$ cat src/rtl/addsub_pkg.sv
`timescale 1ns/1ps
package addsub_pkg;
    parameter int unsigned DATA_W = 32;
    parameter int unsigned PC_W   = 32;
    localparam int unsigned MSB   = DATA_W - 1;

    typedef logic [DATA_W-1:0] word_t;
    typedef logic [PC_W-1:0]   pc_t;

    typedef enum logic {OP_ADD = 1'b0, OP_SUB = 1'b1} op_kind_e;

    typedef struct packed {
        word_t sum;
        logic  ovf;
    } alu_out_t;

    function automatic logic signed_ovf(input op_kind_e k, input logic a_s,
                                        input logic b_s, input logic r_s);
        logic same;
        same = (a_s == b_s);
        if (k == OP_ADD) return same && (r_s != a_s);
        else             return !same && (r_s != a_s);
    endfunction
endpackage

$ cat src/rtl/addsub_core.sv
`timescale 1ns/1ps
module addsub_core
    import addsub_pkg::*;
(
    input  word_t    a,
    input  word_t    b,
    input  op_kind_e kind,
    output word_t    sum
);
    word_t b_eff;
    logic  cin;

    always_comb begin
        cin   = (kind == OP_SUB);
        b_eff = cin ? ~b : b;
        sum   = a + b_eff + DATA_W'(cin);
    end
endmodule

$ cat src/rtl/ovf_detect.sv
`timescale 1ns/1ps
module ovf_detect
    import addsub_pkg::*;
(
    input  word_t    a,
    input  word_t    b,
    input  word_t    sum,
    input  op_kind_e kind,
    output alu_out_t out
);
    always_comb begin
        out.sum = sum;
        out.ovf = signed_ovf(kind, a[MSB], b[MSB], sum[MSB]);
    end
endmodule

$ cat src/rtl/trap_ctrl.sv
`timescale 1ns/1ps
module trap_ctrl
    import addsub_pkg::*;
#(
    parameter pc_t HANDLER_ADDR = 32'h0000_0400
)(
    input  logic clk,
    input  logic rst,
    input  logic trap_fire,
    input  pc_t  fault_pc,
    input  logic rd_en,
    output logic redirect,
    output pc_t  redirect_addr,
    output pc_t  rd_data
);
    pc_t epc_q;

    always_ff @(posedge clk) begin
        if (rst) begin
            epc_q    <= '0;
            redirect <= 1'b0;
        end else begin
            redirect <= trap_fire;
            if (trap_fire) epc_q <= fault_pc;
        end
    end

    always_comb begin
        redirect_addr = redirect ? HANDLER_ADDR : '0;
        rd_data       = rd_en ? epc_q : '0;
    end

    // pulse follows a trap by one cycle and only then
    assert_redirect_after_trap_R7: assert property (@(posedge clk) disable iff (rst)
        trap_fire |=> redirect);
    assert_redirect_single_R7: assert property (@(posedge clk) disable iff (rst)
        !trap_fire |=> !redirect);
    // faulting PC captured
    assert_epc_capture_R8: assert property (@(posedge clk) disable iff (rst)
        trap_fire |=> epc_q == $past(fault_pc));
    // exception PC untouched without a trap
    assert_epc_hold_R5: assert property (@(posedge clk) disable iff (rst)
        !trap_fire |=> $stable(epc_q));
endmodule

$ cat src/rtl/addsub_trap_unit.sv
`timescale 1ns/1ps
module addsub_trap_unit
    import addsub_pkg::*;
#(
    parameter logic [31:0] HANDLER_ADDR = 32'h0000_0400
)(
    input  logic        clk,
    input  logic        rst,
    input  logic        op_valid,
    input  logic        sub_sel,
    input  logic        trap_en,
    input  logic [31:0] opnd_a,
    input  logic [31:0] opnd_b,
    input  logic [31:0] op_pc,
    output logic [31:0] result,
    output logic        ovf,
    output logic        result_valid,
    output logic        redirect,
    output logic [31:0] redirect_addr,
    input  logic        epc_rd,
    output logic [31:0] epc_rdata
);
    op_kind_e kind;
    word_t    raw_sum;
    alu_out_t alu;
    logic     trap_fire;

    assign kind = sub_sel ? OP_SUB : OP_ADD;

    addsub_core u_core (.a(opnd_a), .b(opnd_b), .kind(kind), .sum(raw_sum));

    ovf_detect u_ovf (.a(opnd_a), .b(opnd_b), .sum(raw_sum), .kind(kind), .out(alu));

    always_comb begin
        result       = alu.sum;
        ovf          = alu.ovf;
        trap_fire    = op_valid && trap_en && alu.ovf;
        result_valid = op_valid && !trap_fire;
    end

    trap_ctrl #(.HANDLER_ADDR(HANDLER_ADDR)) u_trap (
        .clk(clk), .rst(rst), .trap_fire(trap_fire), .fault_pc(op_pc),
        .rd_en(epc_rd), .redirect(redirect), .redirect_addr(redirect_addr),
        .rd_data(epc_rdata)
    );

    // opposite-sign sums never overflow
    assert_no_overflow_R3: assert property (@(posedge clk) disable iff (rst)
        (op_valid && !sub_sel && (opnd_a[31] != opnd_b[31])) |-> !ovf);
    // equal-sign differences never overflow
    assert_no_overflow_R4: assert property (@(posedge clk) disable iff (rst)
        (op_valid && sub_sel && (opnd_a[31] == opnd_b[31])) |-> !ovf);
    // trapping overflow suppresses the write
    assert_write_blocked_R6: assert property (@(posedge clk) disable iff (rst)
        (op_valid && trap_en && ovf) |-> !result_valid);
    // unchecked form always writes
    assert_unchecked_writes_R5: assert property (@(posedge clk) disable iff (rst)
        (op_valid && !trap_en) |-> result_valid);
endmodule

$ cat config.mk
export PLATFORM = sky130hd
export DESIGN_NAME = addsub_trap_unit
export DESIGN_NICKNAME = d
export VERILOG_FILES = /design/src/rtl/addsub_pkg.sv /design/src/rtl/addsub_core.sv /design/src/rtl/ovf_detect.sv /design/src/rtl/trap_ctrl.sv /design/src/rtl/addsub_trap_unit.sv
export SDC_FILE = /design/constraint.sdc
export NUM_CORES = 1
export LEC_CHECK = 0
export BUFFER_PORTS_ARGS = -buffer_cell sky130_fd_sc_hd__buf_4
export CAP_MARGIN = 5
export CORE_UTILIZATION = 35
export DETAILED_ROUTE_END_ITERATION = 8
export SLEW_MARGIN = 40
export SYNTH_ARGS = -nofsm -noshare
export SYNTH_HDL_FRONTEND = slang
export SYNTH_SLANG_ARGS = --single-unit
$ cat constraint.sdc
create_clock -name clk -period 6.3 [get_ports clk]
set_input_delay 0.315 -clock clk [delete_from_list [all_inputs] [get_ports clk]]
set_output_delay 0.315 -clock clk [all_outputs]
set_load 0.005 [all_outputs]
Word level (Yosys, flattened, before mapping)
Index checks and enable logic that the tools add are counted.
- mux-type cells: 5
- div/mod/pow operators: 0
- multipliers: 0
- equal/unequal tests: 2
- magnitude comparators: 0
- reduce and logical (&&, ||, !) cells: 7
- add/sub/neg operators: 2
- shifts and indexed selects: 0
- bitwise logic cells: 1
- operators by type and width (cell ; number):
    $mux 32 ; 2
    $add 32x1->32 ; 1
    $add 32x32->32 ; 1
    $not 32->32 ; 1
    $mux 11 ; 1
    $logic_and 1x1->1 ; 5
    $logic_not 1->1 ; 2
    $mux 1 ; 2
    $eq 1x1->1 ; 1
    $ne 1x1->1 ; 1
- register bits: 33
- memories kept: 0
- output and inout bits: 99
- bits in writable memories: 0
- input port bits: 102
- memory bits (read-only): 0
- logic and storage cells: 19
- bits in latches: 0

Depth between registers and ports, before layout
- depth after elaboration: 10
- depth in mapped cells: 13
- mapped depth without buffers: 10

By module
A second synthesis with hierarchy kept.
- cell total of the unflattened synthesis: 493
- area, all modules: 4025.1 um^2
- modules (own cells, without submodules) (module ; times used ; area an instance (um^2) ; cells each ; seq. area each (um^2)):
    addsub_core ; 1 ; 2075.7 ; 281 ; 0.0
    trap_ctrl ; 1 ; 1657.8 ; 174 ; 660.6
    ovf_detect ; 1 ; 274.0 ; 36 ; 0.0
    addsub_trap_unit ; 1 ; 17.5 ; 2 ; 0.0

Worst setup path after synthesis
No wires, ideal clock.
- path type: input port to output port
- from: in sub_sel
- to: out result[29]
- buffers on the path: 2
- arrival: 3029 ps
- stages on the path: 11
- required time: 5985 ps
- setup slack: 2956 ps
- cells stage by stage: clkbuf_1 -> buf_1 -> xor2_1 -> ha_1 -> a2111oi_4 -> o221ai_2 -> a31oi_1 -> o211ai_1 -> a31o_2 -> a221oi_1 -> xnor2_1
- cells in the longest elaborated chain, start to end: 4
- ends and longest elaborated chain (element ; RTL line ; RTL):
    start, declared ; addsub_trap_unit.sv:10 ; input logic sub_sel,
    $mux 1 (*) ; addsub_trap_unit.sv:28 ; assign kind = sub_sel ? OP_SUB : OP_ADD;
    $mux 32 ; addsub_core.sv:15 ; b_eff = cin ? ~b : b;
    $add 32x32->32 ; addsub_core.sv:16 ; sum = a + b_eff + DATA_W'(cin);
    $add 32x1->32 (*) ; addsub_core.sv:16 ;
    end, declared ; addsub_trap_unit.sv:15 ; output logic [31:0] result,
Mark *: on every way between the ends. The rest lies on a longest branch, timed or not.

Final worst setup path
Same ends and word-level chain as after synthesis.

==> results.json <==
{
  "p_total_w": 0.00102,
  "dr.pass1.iters": 4,
  "final-hold-violation-count": 0,
  "pre_cts_ws_ns": 2.69,
  "max_stage_delay_ns": 0.42,
  "viasPerCell": 4.78,
  "slew_headroom": 0.618,
  "drt_iter0_markers": 100,
  "arrival_ns": 3.23,
  "synth_area_mm2": 0.00395,
  "nets": 775,
  "wl_met1_mm": 4.62,
  "num_antenna_cells": 0,
  "start_util": 0.361,
  "synthToLayoutAreaGrowth_pct": 35.3,
  "finClkSkew_ns": 0,
  "min_period_over_period": 0.563,
  "final.setup.tns_ns": 0,
  "postSynthAreaPerCell_um2": 8.09,
  "ff_latch_area_um2": 661,
  "cts_max_path_buffers": 2,
  "setup_ws_ns": 2.75,
  "ctsResizeCount": 0,
  "hold_buffers": 0,
  "drc": 0,
  "cts_buffers": 5,
  "ys_types": 57,
  "async_reset_ff_frac": 0,
  "path_class": "in2out",
  "fillers": 1095,
  "ys_ff_latch": 33,
  "insertion_delay_ns": 0.28,
  "finalWirelength_mm": 10.5,
  "rows": 38,
  "multi_input_area_mm2": 0.00301,
  "p_per_area_mw_per_mm2": 191,
  "die_y_um": 108,
  "synth-seq-area-share": 0.167,
  "routed.top_layer": "met4",
  "yosysWarnings": 0,
  "endpoint_kind": "output port",
  "postPlaceCellArea_mm2": 0.00517,
  "holdCritPathClass": "in2reg",
  "post_cts_buffers": 0,
  "htreeDepth": 2,
  "grt_setup_unrepaired": "false",
  "grt_first_pass_wirelength_mm": 16.7,
  "setup_viol": 0,
  "cp_max_fo": 32,
  "die-area_mm2": 0.0117,
  "clk_pin_slew_ns": 0.05,
  "worst_slew_pin_slew_ns": 0.573,
  "hpwl_mm": 8.45,
  "cts_tree": "built",
  "grt_use_total": 0.177,
  "finalInstanceArea_mm2": 0.00534,
  "vias": 3744,
  "gp_congestion": 0.830,
  "crit_path_frequent_cell": "buf_4",
  "path_cells": "buf_4 > xor2_1 > ha_1 > a2111oi_4 > o221ai_2 > a31oi_1 > o211ai_1 > a31o_2 > a221oi_1 > xnor2_1 > buf_4",
  "clock-root-buffer": "clkbuf_16",
  "syn_inst": 488,
  "slew_violations": 0,
  "synth-edff-count": 0,
  "cts.sinks": 33,
  "dpl.cell_count": 775,
  "final_cells": 783,
  "fmax_mhz": 282,
  "portBuffers": 169,
  "fin_crit_ns": 3.55,
  "die_w_um": 108,
  "synthFlopType": "dfxtp_1",
  "peakVddDrop_mv": 0.125,
  "gr-total-overflow": 0,
  "grt_max_degree": 66,
  "detail-route-antenna-nets": 0,
  "coreArea_mm2": 0.0109,
  "grt_antenna_before_repair": 0,
  "io_pins": 201,
  "critPathLaunchType": "input port",
  "wl_met2_mm": 4.87,
  "slowest_stage": "buf_4",
  "wl_met3_um": 883,
  "leakage_nw": 2.47,
  "drive_gt1_frac": 0.299,
  "maxCapViolCount": 0,
  "avgRoutedWirePerCell_um": 13.4,
  "status": "finished clean",
  "grt_pass1_vias": 3543,
  "r2r_slack_ns": 5.69,
  "cp_data_required_time_ns": 5.98
}
## worst max-delay path, delay by kind of cell
family                     cells  cell delay, ns
AOI/OAI and AO/OA              6            1.63
xor gates and xnor gates       2            0.32
buffers and inverters          2            0.56
adders and majority gates      1            0.40
## power by group
part | switching [W] | internal [W] | total, W
logic | 0.000247 | 0.000268 | 0.000515
registers | 0.00000340 | 0.000216 | 0.000220
clock network | 0.0000878 | 0.000197 | 0.000285
total | 0.000338 | 0.000682 | 0.00102
## layout by cell type (no fill, tap or decap), drive strengths merged, types with 7 or more instances in the layout
master  Yosys  routed
clkbuf     14       7
buf        39     170
ha         30      30
nand2b     69      69
nand2      21      21
conb        1      31
xor2       41      41
inv        12      12
nor2       17      17
mux2i      35      35
a21oi      31      31
xnor2      17      17
dfxtp      33      33
and2       33      33
o21ai      23      23
## metal layers
metal	up-vias	GRT usage
li1	1907	-
met4	0	0.0421
met3	10	0.0452
met5	-	0
met2	138	0.303
met1	1689	0.221
## metrics by stage
stage / hold WS (ns) / utilization
final: 0.304 / 0.488
after global routing: 0.309 / 0.488
after CTS: 0.297 / 0.488
after detailed placement: 0.460 / 0.473
after global placement: 0.454 / 0.473
after floorplan: 0.444 / -
## sequential cells by signal, indices dropped and copies added (netlist names)
signal           cells
u_trap.redirect      1
u_trap.epc_q        32
## synthesized netlist by cell type, drive strengths merged, types with 2 or more instances
cell type / n / share of area
a211oi: 3 / 0.010
clkbuf: 14 / 0.013
o21bai: 2 / 0.0038
mux2i: 35 / 0.092
and4: 4 / 0.0089
a211o: 2 / 0.0044
nor2b: 5 / 0.0079
inv: 12 / 0.011
nand2: 21 / 0.020
o31a: 2 / 0.0044
o311ai: 2 / 0.0044
ha: 30 / 0.095
xnor2: 17 / 0.038
nand2b: 69 / 0.11
nor2: 17 / 0.016
dfxtp: 33 / 0.17
o21a: 5 / 0.0095
o21ai: 23 / 0.029
xor2: 41 / 0.091
nand3b: 2 / 0.0038
a21o: 4 / 0.0076
nor3: 4 / 0.0051
a21oi: 31 / 0.039
buf: 39 / 0.074
nand3: 4 / 0.0051
nand4: 5 / 0.0095
or2: 4 / 0.0063
and2: 33 / 0.052
a31oi: 2 / 0.0032
a31o: 3 / 0.0067
o211ai: 3 / 0.0057
## area by class of cell
cell class / instances / area share
flip-flops and latches: 33 / 0.124
clock buffers: 7 / 0.0267
clock inverters: 1 / 0.00562
repair buffers: 170 / 0.239
multi-input cells: 420 / 0.564
well taps: 140 / 0.0328
inverters: 12 / 0.00843
## cells by family after synthesis
group	after synthesis	share of synthesized area
xor gates and xnor gates	58	0.129
buffers and inverters	65	0.0983
and+or+nand+nor	172	0.252
AOI/OAI and AO/OA	92	0.158
muxes	36	0.0948
DFF	33	0.167
adders and majority gates	31	0.100
other	1	0.000950
## worst paths after layout
kind	end	from	cells past startpoint
max	result[29]	sub_sel	11
min reg2reg	u_trap.epc_q[13]$_SDFFE_PP0P_	u_trap.epc_q[13]$_SDFFE_PP0P_	2
min	u_trap.epc_q[21]$_SDFFE_PP0P_	op_pc[21]	3
max reg2reg	u_trap.epc_q[4]$_SDFFE_PP0P_	u_trap.epc_q[4]$_SDFFE_PP0P_	2
(Power assumes the default switching activity.)
